File: src/rtl/fan_pkg.sv
package fan_pkg;
  localparam logic [7:0] OFF_MASK   = 8'h40;
  localparam logic [7:0] OFF_PEND   = 8'h44;
  localparam logic [7:0] OFF_SRC    = 8'h48;
  localparam logic [7:0] OFF_RUN    = 8'h80;
  localparam logic [7:0] OFF_WIDTH  = 8'h84;
  localparam logic [7:0] OFF_PERIOD = 8'hC0;

  localparam int NSRC         = 4;
  localparam int EV_PWM_CHG   = 0;
  localparam int EV_TACH_ERR  = 1;
  localparam int EV_TEMP_REQ  = 2;
  localparam int EV_NEW_MEAS  = 3;
endpackage

File: src/rtl/fan_regs.sv
module fan_regs
  import fan_pkg::*;
#(
  parameter int DATA_W = 32,
  parameter int WID_W  = 16,
  parameter int PERIOD = 1000
) (
  input  logic              clk,
  input  logic              rst_n,
  input  logic              wr_en,
  input  logic [7:0]        wr_addr,
  input  logic [DATA_W-1:0] wr_data,
  input  logic [7:0]        rd_addr,
  input  logic              temp_load,
  input  logic [WID_W-1:0]  temp_width,
  input  logic [NSRC-1:0]   pend_q,
  output logic [DATA_W-1:0] rd_data,
  output logic              run_q,
  output logic [WID_W-1:0]  width_q,
  output logic [NSRC-1:0]   mask_q,
  output logic              sw_width_wr,
  output logic [NSRC-1:0]   pend_clr
);
  logic unused_hi;
  assign unused_hi = ^wr_data[DATA_W-1:WID_W];

  always_ff @(posedge clk or negedge rst_n) begin
    if (!rst_n) begin
      run_q   <= 1'b0;
      width_q <= '0;
      mask_q  <= '1;
    end else begin
      if (wr_en) begin
        case (wr_addr)
          OFF_RUN:   run_q   <= wr_data[0];
          OFF_WIDTH: width_q <= wr_data[WID_W-1:0];
          OFF_MASK:  mask_q  <= wr_data[NSRC-1:0];
          default: ;
        endcase
      end
      if (temp_load) width_q <= temp_width;
    end
  end

  assign sw_width_wr = wr_en && (wr_addr == OFF_WIDTH);
  assign pend_clr    = (wr_en && (wr_addr == OFF_PEND)) ? wr_data[NSRC-1:0] : '0;

  always_comb begin
    rd_data = '0;
    case (rd_addr)
      OFF_MASK:   rd_data[NSRC-1:0]  = mask_q;
      OFF_PEND:   rd_data[NSRC-1:0]  = pend_q;
      OFF_SRC:    rd_data[NSRC-1:0]  = pend_q & ~mask_q;
      OFF_RUN:    rd_data[0]         = run_q;
      OFF_WIDTH:  rd_data[WID_W-1:0] = width_q;
      OFF_PERIOD: rd_data            = DATA_W'(PERIOD);
      default:    rd_data            = '0;
    endcase
  end
endmodule

File: src/rtl/fan_pwm_gen.sv
module fan_pwm_gen #(
  parameter int WID_W  = 16,
  parameter int PERIOD = 1000
) (
  input  logic             clk,
  input  logic             rst_n,
  input  logic             run,
  input  logic [WID_W-1:0] width,
  output logic             pwm_out,
  output logic [WID_W-1:0] cnt_q,
  output logic [WID_W-1:0] act_q
);
  localparam logic [WID_W-1:0] LAST = WID_W'(PERIOD - 1);

  always_ff @(posedge clk or negedge rst_n) begin
    if (!rst_n) begin
      cnt_q <= '0;
      act_q <= '0;
    end else if (!run) begin
      cnt_q <= '0;
      act_q <= width;
    end else if (cnt_q == LAST) begin
      cnt_q <= '0;
      act_q <= width;
    end else begin
      cnt_q <= cnt_q + 1'b1;
    end
  end

  assign pwm_out = run && (cnt_q < act_q);
endmodule

File: src/rtl/fan_settle_seq.sv
module fan_settle_seq #(
  parameter int SETTLE_CYCLES = 250_000_000
) (
  input  logic clk,
  input  logic rst_n,
  input  logic run,
  input  logic start,
  output logic done
);
  localparam int SET_W = $clog2(SETTLE_CYCLES + 1);
  localparam logic [SET_W-1:0] LOAD = SET_W'(SETTLE_CYCLES);

  logic             busy_q;
  logic [SET_W-1:0] left_q;

  assign done = run && busy_q && (left_q == SET_W'(1));

  always_ff @(posedge clk or negedge rst_n) begin
    if (!rst_n) begin
      busy_q <= 1'b0;
      left_q <= '0;
    end else if (!run) begin
      busy_q <= 1'b0;
      left_q <= '0;
    end else if (start) begin
      busy_q <= 1'b1;
      left_q <= LOAD;
    end else if (done) begin
      busy_q <= 1'b0;
      left_q <= '0;
    end else if (busy_q) begin
      left_q <= left_q - 1'b1;
    end
  end
endmodule

File: src/rtl/fan_irq_ctrl.sv
module fan_irq_ctrl #(
  parameter int NSRC = 4
) (
  input  logic            clk,
  input  logic            rst_n,
  input  logic [NSRC-1:0] evt,
  input  logic [NSRC-1:0] clr,
  input  logic [NSRC-1:0] mask,
  output logic [NSRC-1:0] pend_q,
  output logic            irq
);
  for (genvar i = 0; i < NSRC; i++) begin : g_src
    always_ff @(posedge clk or negedge rst_n) begin
      if (!rst_n)      pend_q[i] <= 1'b0;
      else if (evt[i]) pend_q[i] <= 1'b1;
      else if (clr[i]) pend_q[i] <= 1'b0;
    end
  end

  assign irq = |(pend_q & ~mask);
endmodule

File: src/rtl/fan_pwm_ctrl.sv
module fan_pwm_ctrl
  import fan_pkg::*;
#(
  parameter int DATA_W        = 32,
  parameter int WID_W         = 16,
  parameter int PERIOD        = 1000,
  parameter int SETTLE_CYCLES = 250_000_000
) (
  input  logic              clk,
  input  logic              rst_n,
  input  logic              wr_en,
  input  logic [7:0]        wr_addr,
  input  logic [DATA_W-1:0] wr_data,
  input  logic [7:0]        rd_addr,
  output logic [DATA_W-1:0] rd_data,
  input  logic              tach_err,
  input  logic              tach_meas,
  input  logic              temp_req,
  input  logic [WID_W-1:0]  temp_duty,
  output logic              pwm_out,
  output logic              irq
);
  logic             run_q;
  logic [WID_W-1:0] width_q;
  logic [NSRC-1:0]  mask_q;
  logic [NSRC-1:0]  pend_q;
  logic [NSRC-1:0]  pend_clr;
  logic [NSRC-1:0]  evt;
  logic             sw_width_wr;
  logic             temp_go;
  logic             settle_done;
  logic [WID_W-1:0] pwm_cnt;
  logic [WID_W-1:0] pwm_act;

  assign temp_go = run_q && temp_req;

  always_comb begin
    evt              = '0;
    evt[EV_PWM_CHG]  = run_q && (sw_width_wr || settle_done);
    evt[EV_TACH_ERR] = run_q && tach_err;
    evt[EV_TEMP_REQ] = temp_go;
    evt[EV_NEW_MEAS] = run_q && tach_meas;
  end

  fan_regs #(.DATA_W(DATA_W), .WID_W(WID_W), .PERIOD(PERIOD)) u_regs (
    .clk(clk), .rst_n(rst_n), .wr_en(wr_en), .wr_addr(wr_addr), .wr_data(wr_data),
    .rd_addr(rd_addr), .temp_load(temp_go), .temp_width(temp_duty), .pend_q(pend_q),
    .rd_data(rd_data), .run_q(run_q), .width_q(width_q), .mask_q(mask_q),
    .sw_width_wr(sw_width_wr), .pend_clr(pend_clr)
  );

  fan_pwm_gen #(.WID_W(WID_W), .PERIOD(PERIOD)) u_pwm (
    .clk(clk), .rst_n(rst_n), .run(run_q), .width(width_q),
    .pwm_out(pwm_out), .cnt_q(pwm_cnt), .act_q(pwm_act)
  );

  fan_settle_seq #(.SETTLE_CYCLES(SETTLE_CYCLES)) u_settle (
    .clk(clk), .rst_n(rst_n), .run(run_q), .start(temp_go), .done(settle_done)
  );

  fan_irq_ctrl #(.NSRC(NSRC)) u_irq (
    .clk(clk), .rst_n(rst_n), .evt(evt), .clr(pend_clr), .mask(mask_q),
    .pend_q(pend_q), .irq(irq)
  );
endmodule

File: config.mk
export PLATFORM = sky130hd
export DESIGN_NAME = fan_pwm_ctrl
export DESIGN_NICKNAME = d
export VERILOG_FILES = /design/src/rtl/fan_pkg.sv /design/src/rtl/fan_regs.sv /design/src/rtl/fan_pwm_gen.sv /design/src/rtl/fan_settle_seq.sv /design/src/rtl/fan_irq_ctrl.sv /design/src/rtl/fan_pwm_ctrl.sv
export SDC_FILE = /design/constraint.sdc
export NUM_CORES = 1
export LEC_CHECK = 0
export CAP_MARGIN = 20
export CORE_ASPECT_RATIO = 1.75
export CORE_MARGIN = 5
export CORE_UTILIZATION = 58
export CTS_BUF_LIST = sky130_fd_sc_hd__clkbuf_16
export DETAILED_ROUTE_END_ITERATION = 8
export DONT_BUFFER_PORTS = 1
export GPL_TIMING_DRIVEN = 1
export PLACE_DENSITY = 0.76
export SYNTH_ARGS = -nofsm -noshare
export SYNTH_HDL_FRONTEND = slang
export SYNTH_SLANG_ARGS = --single-unit
export TNS_END_PERCENT = 1
File: constraint.sdc
create_clock -name clk -period 3.2 [get_ports clk]
set_clock_uncertainty 0.1 [all_clocks]
set_input_delay 0.8 -clock clk [delete_from_list [all_inputs] [get_ports clk]]
set_output_delay 0.8 -clock clk [all_outputs]
set_load 0.02 [all_outputs]
Yosys cells after proc, flatten, opt, wreduce, memory -nomap -nowiden --
Cells that the tools add are included.
Cells by class: equal/unequal tests 15, mux-type cells 26, $add $sub $neg 2, bitwise logic cells 2, $lt $le $gt $ge 1, reduce and logical (&&, ||, !) cells 20
Operators with widths (number):
- $mux W16 | 7
- $mux W28 | 4
- $eq A8 B7 Y1 const B | 5
- $eq A8 B8 Y1 const B | 5
- $eq A28 B1 Y1 const B | 1
- $sub A28 B1 Y28 const B | 1
- $pmux W12 S2 | 1
- $add A16 B1 Y16 const B | 1
- $eq A16 B10 Y1 const B | 1
- $lt A16 B16 Y1 | 1
- $pmux W3 S5 | 1
- $reduce_bool A2 Y1 | 6
- $mux W1 | 11
- $logic_and A1 B1 Y1 | 9
- $reduce_and A2 Y1 | 3
- $pmux W1 S5 | 1
- $and A4 B4 Y4 | 1
- $mux W4 | 1
- $ne A4 B3 Y1 const B | 1
- $not A4 Y4 | 1
- $reduce_or A4 Y1 | 1
- $ne A3 B3 Y1 const B | 1
- $ne A2 B1 Y1 const B | 1
- $logic_or A1 B1 Y1 | 1
Word-level totals: output and inout bits 34, input bits 70, register bits 86, logic and storage cells 77

Longest topological paths before layout --
Gate-level depths: netlist of run 1.
depth after elaboration 5, gate-level depth with buffers 9, gate-level depth less buffers 7

Cells and area by module --
From an unflattened synthesis of run 1, not the netlist that was laid out.
Second synthesis, totals: cells, all modules 584, area total of the unflattened synthesis 5480.3 µm²
Modules (own cells, without submodules):
- fan_settle_seq | times used 1, area each 1834.3 µm², cells each 200, sequential area each 725.7 µm²
- fan_pwm_gen | times used 1, area each 1724.2 µm², cells each 180, sequential area each 800.8 µm²
- fan_regs | times used 1, area each 1716.6 µm², cells each 184, sequential area each 530.5 µm²
- fan_irq_ctrl | times used 1, area each 178.9 µm², cells each 16, sequential area each 100.1 µm²
- fan_pwm_ctrl | times used 1, area each 26.3 µm², cells each 4, sequential area each 0.0 µm²

Worst setup path after synthesis of run 1 --
OpenSTA, ideal clock, no wires.
kind input -> output, from input rd_addr[1], to output rd_data[10], arrival time 2629 ps, path buffers 1, cell stages on the path 4, slack -329 ps, cells stage by stage or4_1 > nor4b_1 > clkbuf_1 > and2_1
Between the ends: word-level cells in the longest chain between the ends 2, elaborated cells on any way between the ends 3, classes of those cells 2 x eq/ne; 1 x mux
RTL lines:
- start, declared | RTL line fan_pwm_ctrl.sv:14 | input logic [7:0] rd_addr,
- $eq A8 B8 Y1 | RTL line fan_regs.sv:50 | case (rd_addr)
- $pmux W12 S2 (*) | RTL line fan_regs.sv:50
- end, declared | RTL line fan_pwm_ctrl.sv:15 | output logic [DATA_W-1:0] rd_data,
Mark *: on every way between the ends. The rest lies on a longest branch, timed or not.

Worst setup path in the final report of run 1 --
from input rd_addr[1], to output rd_data[15]
The elaborated chain is that of the path after synthesis.

==> results.toml, run 1 <==
[global_route]
grt_antenna_before_repair = 0
overflow = 0
grt_max_degree = 87
grt_first_pass_wirelength_um = 19000
grt_pass1_vias = 4054
grt_util_all_layers_pct = 22.7

[yosys]
synth_top_area_share_pct = 41.8
syn_area_um2 = 4910
synth-edff-count = 0
synth_top_area_cell = "dfrtp_1"
synth-seq-cells = 86
avgSynthCellArea_um2 = 9.11
ys_types = 53
ys_warn_count = 0
synthCells = 539
async_reset_ff_share_pct = 100
synth.area.top_cells = "dfrtp_1 (42%), ha_1 (4.6%), o21ai_0 (4.6%), nand2_1 (4.5%), nor2_1 (3.9%)"
ys_seq_area_share_pct = 43.9
synthFlopType = "dfrtp_1"

[timing]
fin_crit_sh_pct = 99.2
fmaxAchievable_mhz = 315
finalMaxSlewViolations = 0
relSlewSlack_pct = 52.7
finalSetupViolations = 0
fin_crit_ns = 3.17
worstMarginPinSlew_ns = 0.703
finalHoldViolations = 0
hold_ws_ns = 0.0551

[clock_network]
cts_resized = 1
cts-hold-fix-buffers = 0
cts-root-buf = "clkbuf_16"
cts_max_path_buffers = 2
cts_buffers = 9
cts.sinks = 86
path_clk_slew_ns = 0.06
cts_setup_buffers = 0
clkLatencyLatePin_ns = 0.34
cts_tree = "done"
htree_levels = 3

[worst_setup_path]
cp_max_fo = 12
cp_slowest_stage_delay_ns = 0.66
cp.arrival_ns = 2.27
cp_cell_sequence = "or4_1, nor4b_4, buf_4, and2_1"
slowest_stage = "or4_1"
worst-endpoint-required_ns = 2.30
cp-end-kind = "output pin"
crit_path_start_kind = "primary input"
ff2ff_path_depth = 5
critPathKind = "in2out"

[drt]
drt_pass1_iterations = 5
via_per_inst = 5.94
vias = 3915
wirelength_um = 11500
routedWlPerCell_um = 17.5
ant_nets = 0
drt_iter0_drc = 241
drc = 0

[power_and_ir_drop]
seqPwrFrac_pct = 48.4
power.switching_w = 0.000745
peakVddDrop_mv = 0.475
p_sw_share_pct = 27.1
clkPwrFrac_pct = 36.1
leakagePower_nw = 2.53
combPwrFrac_pct = 15.5
powerDensity_nw_per_um2 = 516
p_int_w = 0.00200

[place]
dp.cells = 643
postPlaceCellArea_um2 = 5010
place.gp.congestion = 0.921
dp_hpwl_um = 8420
io_buffers = 0

[floorplanning]
io-pin-count = 104
dieArea_um2 = 10500
die_w_um = 79.5
fp.dieH_um = 132
fp-row-count = 44
core_region_area_um2 = 8310
start_util_pct = 59.0

[cells_and_area]
areaGrowthSynthToFinish_pct = 8.41
diodes = 0
drive_gt1_share_pct = 10.8
stdcell_count = 659
stdcell_area_um2 = 5320
final_nets = 627

[worst_hold_path]
hold_class = "in2async"

[run]
cap_violations = 0

[status]
status = "complete, no violations"
## final cells by class
class,count,area (µm²)
Fill cell,686,2990
Clock inverter,7,57.6
Clock buffer,9,225
Timing Repair Buffer,12,90.1
Tap cell,115,144
Sequential cell,86,2160
Inverter,27,101
Multi-Input combinational cell,403,2550
## logic make-up (layout without fill, tap and decap cells)
logic type	after synthesis	in the layout	share of synthesized area, %
DFF	86	86	43.9
muxes	29	29	6.22
xor gates and xnor gates	28	28	5.00
AOI/OAI and AO/OA	90	90	11.0
other	1	16	0.0764
buffers and inverters	65	55	6.42
and+or+nand+nor	222	222	22.7
adders and majority gates	18	18	4.59
## critical path, delay by kind of cell
kind,cells,cell delay [ns]
buf+inv,1,0.22
simple gates,3,1.25
## path summary, 6_finish.rpt
path	startpoint	end	slack, ns
setup / recovery	rd_addr[1]	rd_data[15]	0.03
hold / removal	rst_n	u_settle.left_q[3]	0.06
setup reg to reg	u_settle.left_q[14]	u_settle.left_q[14]	0.42
hold reg to reg	u_pwm.cnt_q[0]	u_pwm.cnt_q[0]	0.40
max in group asynchronous	rst_n	u_regs.mask_q[2]	2.74
min in group clk	u_pwm.cnt_q[0]	u_pwm.cnt_q[0]	0.40
## metrics by stage
| step | total power [W] | TNS (ns) | utilization [%] | worst slack, ns |
|---|---|---|---|---|
| floorplan | 0.00166 | 0 | - | 0.0274 |
| global placement | 0.00174 | 0 | 60.3 | 0.0674 |
| detailed placement | 0.00177 | -0.00261 | 60.3 | -0.00261 |
| CTS | 0.00277 | 0 | 63.7 | 0.0367 |
| global route | 0.00289 | -0.00638 | 64.0 | -0.00638 |
| finish | 0.00275 | 0 | 64.0 | 0.0252 |
## sequential cells by signal, indices dropped and copies added (netlist names)
signal	cells
u_regs.run_q	1
u_settle.left_q	28
u_irq.pend_q	4
u_regs.mask_q	4
u_regs.width_q	16
u_pwm.cnt_q	16
u_settle.busy_q	1
u_pwm.act_q	16
## Yosys cell counts, drive strengths merged, types with 15 or more instances
library cell and instances:
dfrtp 82, mux2i 17, xor2 15, ha 18, nand3 20, o21ai 45
inv 26, a21oi 17, nor3 19, nand2 59, clkbuf 16, buf 22
nor2 51
## cells in the final DEF (no fill, tap or decap), types with 16 or more instances in the layout
master	synthesis	final
nor2_1	51	51
ha_1	18	18
dfrtp_1	82	82
conb_1	1	16
o21ai_0	45	45
mux2i_1	17	17
nor3_1	19	18
inv_1	26	28
a21oi_1	17	17
nand3_1	20	20
nand2_1	59	59
## power groups by stage
stage / Clock [W] / Sequential (W) / Combinational, W
after floorplan: 0 / 0.00131 / 0.000355
after global placement: 0 / 0.00134 / 0.000400
after detailed placement: 0 / 0.00135 / 0.000420
after CTS: 0.00101 / 0.00133 / 0.000425
after global routing: 0.00105 / 0.00135 / 0.000493
final: 0.000991 / 0.00133 / 0.000426
## routing by layer
layer | GRT usage, % | vias to the layer above | part of all wire [%]
li1 | - | 1831 | -
met1 | 24.0 | 1903 | 35
met2 | 42.1 | 139 | 56
met3 | 4.04 | 42 | 4.7
met4 | 10.7 | 0 | 4.0
met5 | 0 | - | 0
Power figures use the tool's default switching activity.
==> inputs of run 2 (changes only) <==
- MAX_ROUTING_LAYER: not set -> met4
- PLACE_DENSITY: 0.76 -> 0.73
==> run 2 against run 1 <==
Net effect: count of clock-buffer cells in the layout unchanged; worst hold slack lost 0.0020 ns; fmax fell by 0.21%; register-to-register slack hardly changed; flip-flop and latch count unchanged; die area did not move; via count is 1.5% lower; power is 1.8% higher; sequential share of layout area about the same; core utilization about the same; largest cell class unchanged; setup slack lost 0.0068 ns; critical endpoint is now rd_data[3]; sequential power is essentially flat.
==> results.toml, run 2 (same netlist as run 1, synthesis figures left out) <==
[global_route]
grt_antenna_before_repair = 0
grt_pass1_vias = 4031
grt_util_all_layers_pct = 23.9
grt_first_pass_wirelength_um = 19300
overflow = 0
grt_max_degree = 87

[clock_network]
cts_buffers = 9
htree_levels = 3
cts-hold-fix-buffers = 0
clkLatencyLatePin_ns = 0.34
cts.sinks = 86
path_clk_slew_ns = 0.06
cts_tree = "done"
cts_max_path_buffers = 2
cts-root-buf = "clkbuf_16"

[cells_and_area]
drive_gt1_share_pct = 11.2
largest_reg_flops = 28
diodes = 0
largest-register = "u_settle.left_q"
areaGrowthSynthToFinish_pct = 8.49
final_util_pct = 64.1
final_nets = 627
stdcell_area_um2 = 5330
final_common_cell = "dfrtp_1"
final_cell_mix = "dfrtp_1 (82), nand2_1 (57), nor2_1 (51)"

[power_and_ir_drop]
peakVddDrop_mv = 0.440
p_sw_share_pct = 27.9
combPwrFrac_pct = 15.2
leakagePower_nw = 2.53
power.switching_w = 0.000780
seqPwrFrac_pct = 47.6
p_int_w = 0.00202
clkPwrFrac_pct = 37.2
fin_total_pwr_w = 0.00280
powerDensity_nw_per_um2 = 525

[status]
status = "complete, no violations"

[timing]
finalSetupViolations = 0
finalHoldViolations = 0
fmaxAchievable_mhz = 314
finalMaxSlewViolations = 0
worstMarginPinSlew_ns = 0.675
grt_setup_unrepaired = "true"
hold_ws_ns = 0.0531
fin_crit_sh_pct = 99.4
final.setup.worst_slack_ns = 0.0184
relSlewSlack_pct = 54.6
fin_crit_ns = 3.18

[worst_setup_path]
cp_max_fo = 4
worst-endpoint-required_ns = 2.30
ff2ff_path_depth = 5
cp-end-kind = "output pin"
r2r_start = "u_settle.left_q[14]"
critPathKind = "in2out"
cp_slowest_stage_delay_ns = 0.62
crit_path_start_kind = "primary input"
ff2ff_setup_slack_ns = 0.43
slowest_stage = "or4_1"
cp_cell_sequence = "or4_1, nor4_1, a221oi_1, nand2_1"
worstReg2RegEnd = "u_settle.left_q[11]"
cp.arrival_ns = 2.28

[place]
dp_slack_ns = 0.0363
place.gp.congestion = 0.861
postPlaceCellArea_um2 = 5010
io_buffers = 0
dp_hpwl_um = 8460

[floorplanning]
fp-row-count = 44
start_util_pct = 59.0
dieArea_um2 = 10500
fp.dieH_um = 132
core_region_area_um2 = 8310
die_w_um = 79.5
io-pin-count = 104

[drt]
routedWlPerCell_um = 17.3
ant_nets = 0
drt_pass1_iterations = 4
via_per_inst = 5.85
wirelength_um = 11400
vias = 3857
drt_iter0_drc = 193
drc = 0

[run]
cap_violations = 0

[worst_hold_path]
hold_class = "in2async"
-- run 2: power groups by stage --
| stage | Clock (W) | Combinational [W] | Sequential (W) |
|---|---|---|---|
| finish | 0.00104 | 0.000425 | 0.00133 |
| global route | 0.00111 | 0.000493 | 0.00135 |
| global placement | 0 | 0.000405 | 0.00135 |
| detailed placement | 0 | 0.000426 | 0.00135 |
| CTS | 0.00106 | 0.000428 | 0.00133 |
| floorplan | 0 | 0.000355 | 0.00131 |
-- run 2: per-stage QoR --
stage | setup TNS [ns] | cells
after global placement | 0 | 643
after floorplan | 0 | 554
after detailed placement | 0 | 643
final | 0 | 659
after global routing | -0.116 | 659
after CTS | 0 | 659
-- run 2: timing repair --
item | 4_1_cts | 5_1_grt
resized for setup | 0 | 10
endpoints found under the setup margin | 0 | 9
buffers inserted | 0 | 0
-- run 2: worst max path at each step --
| stage | end | cells after the start | startpoint | slack, ns |
|---|---|---|---|---|
| finish | rd_data[3] | 4 | rd_addr[1] | 0.02 |
| global route | rd_data[3] | 4 | rd_addr[1] | -0.02 |
| detailed placement | rd_data[3] | 4 | rd_addr[1] | 0.04 |
| CTS | rd_data[3] | 4 | rd_addr[1] | 0.03 |
| floorplan | rd_data[10] | 4 | rd_addr[1] | 0.03 |
| global placement | rd_data[3] | 4 | rd_addr[1] | 0.06 |
-- run 2: critical path, delay by kind of cell --
kind | cells | cell delay [ns]
and+or+nand+nor | 3 | 1.32
AOI/OAI and AO/OA | 1 | 0.16
-- run 2: cell type report --
cell class	instances	area, µm²
tap	115	144
inverter	27	101
sequential	86	2160
clock buffer	9	225
fill	668	2990
multi-input combinational	403	2540
clock inverter	7	71.3
timing repair buffer	12	90.1
-- run 2: layer usage --
metal	global-route usage (%)	vias up	wire, µm
li1	-	1844	-
met3	3.70	39	405
met4	12.9	0	554
met2	40.3	99	6330
met5	-	-	0
met1	26.4	1875	4140
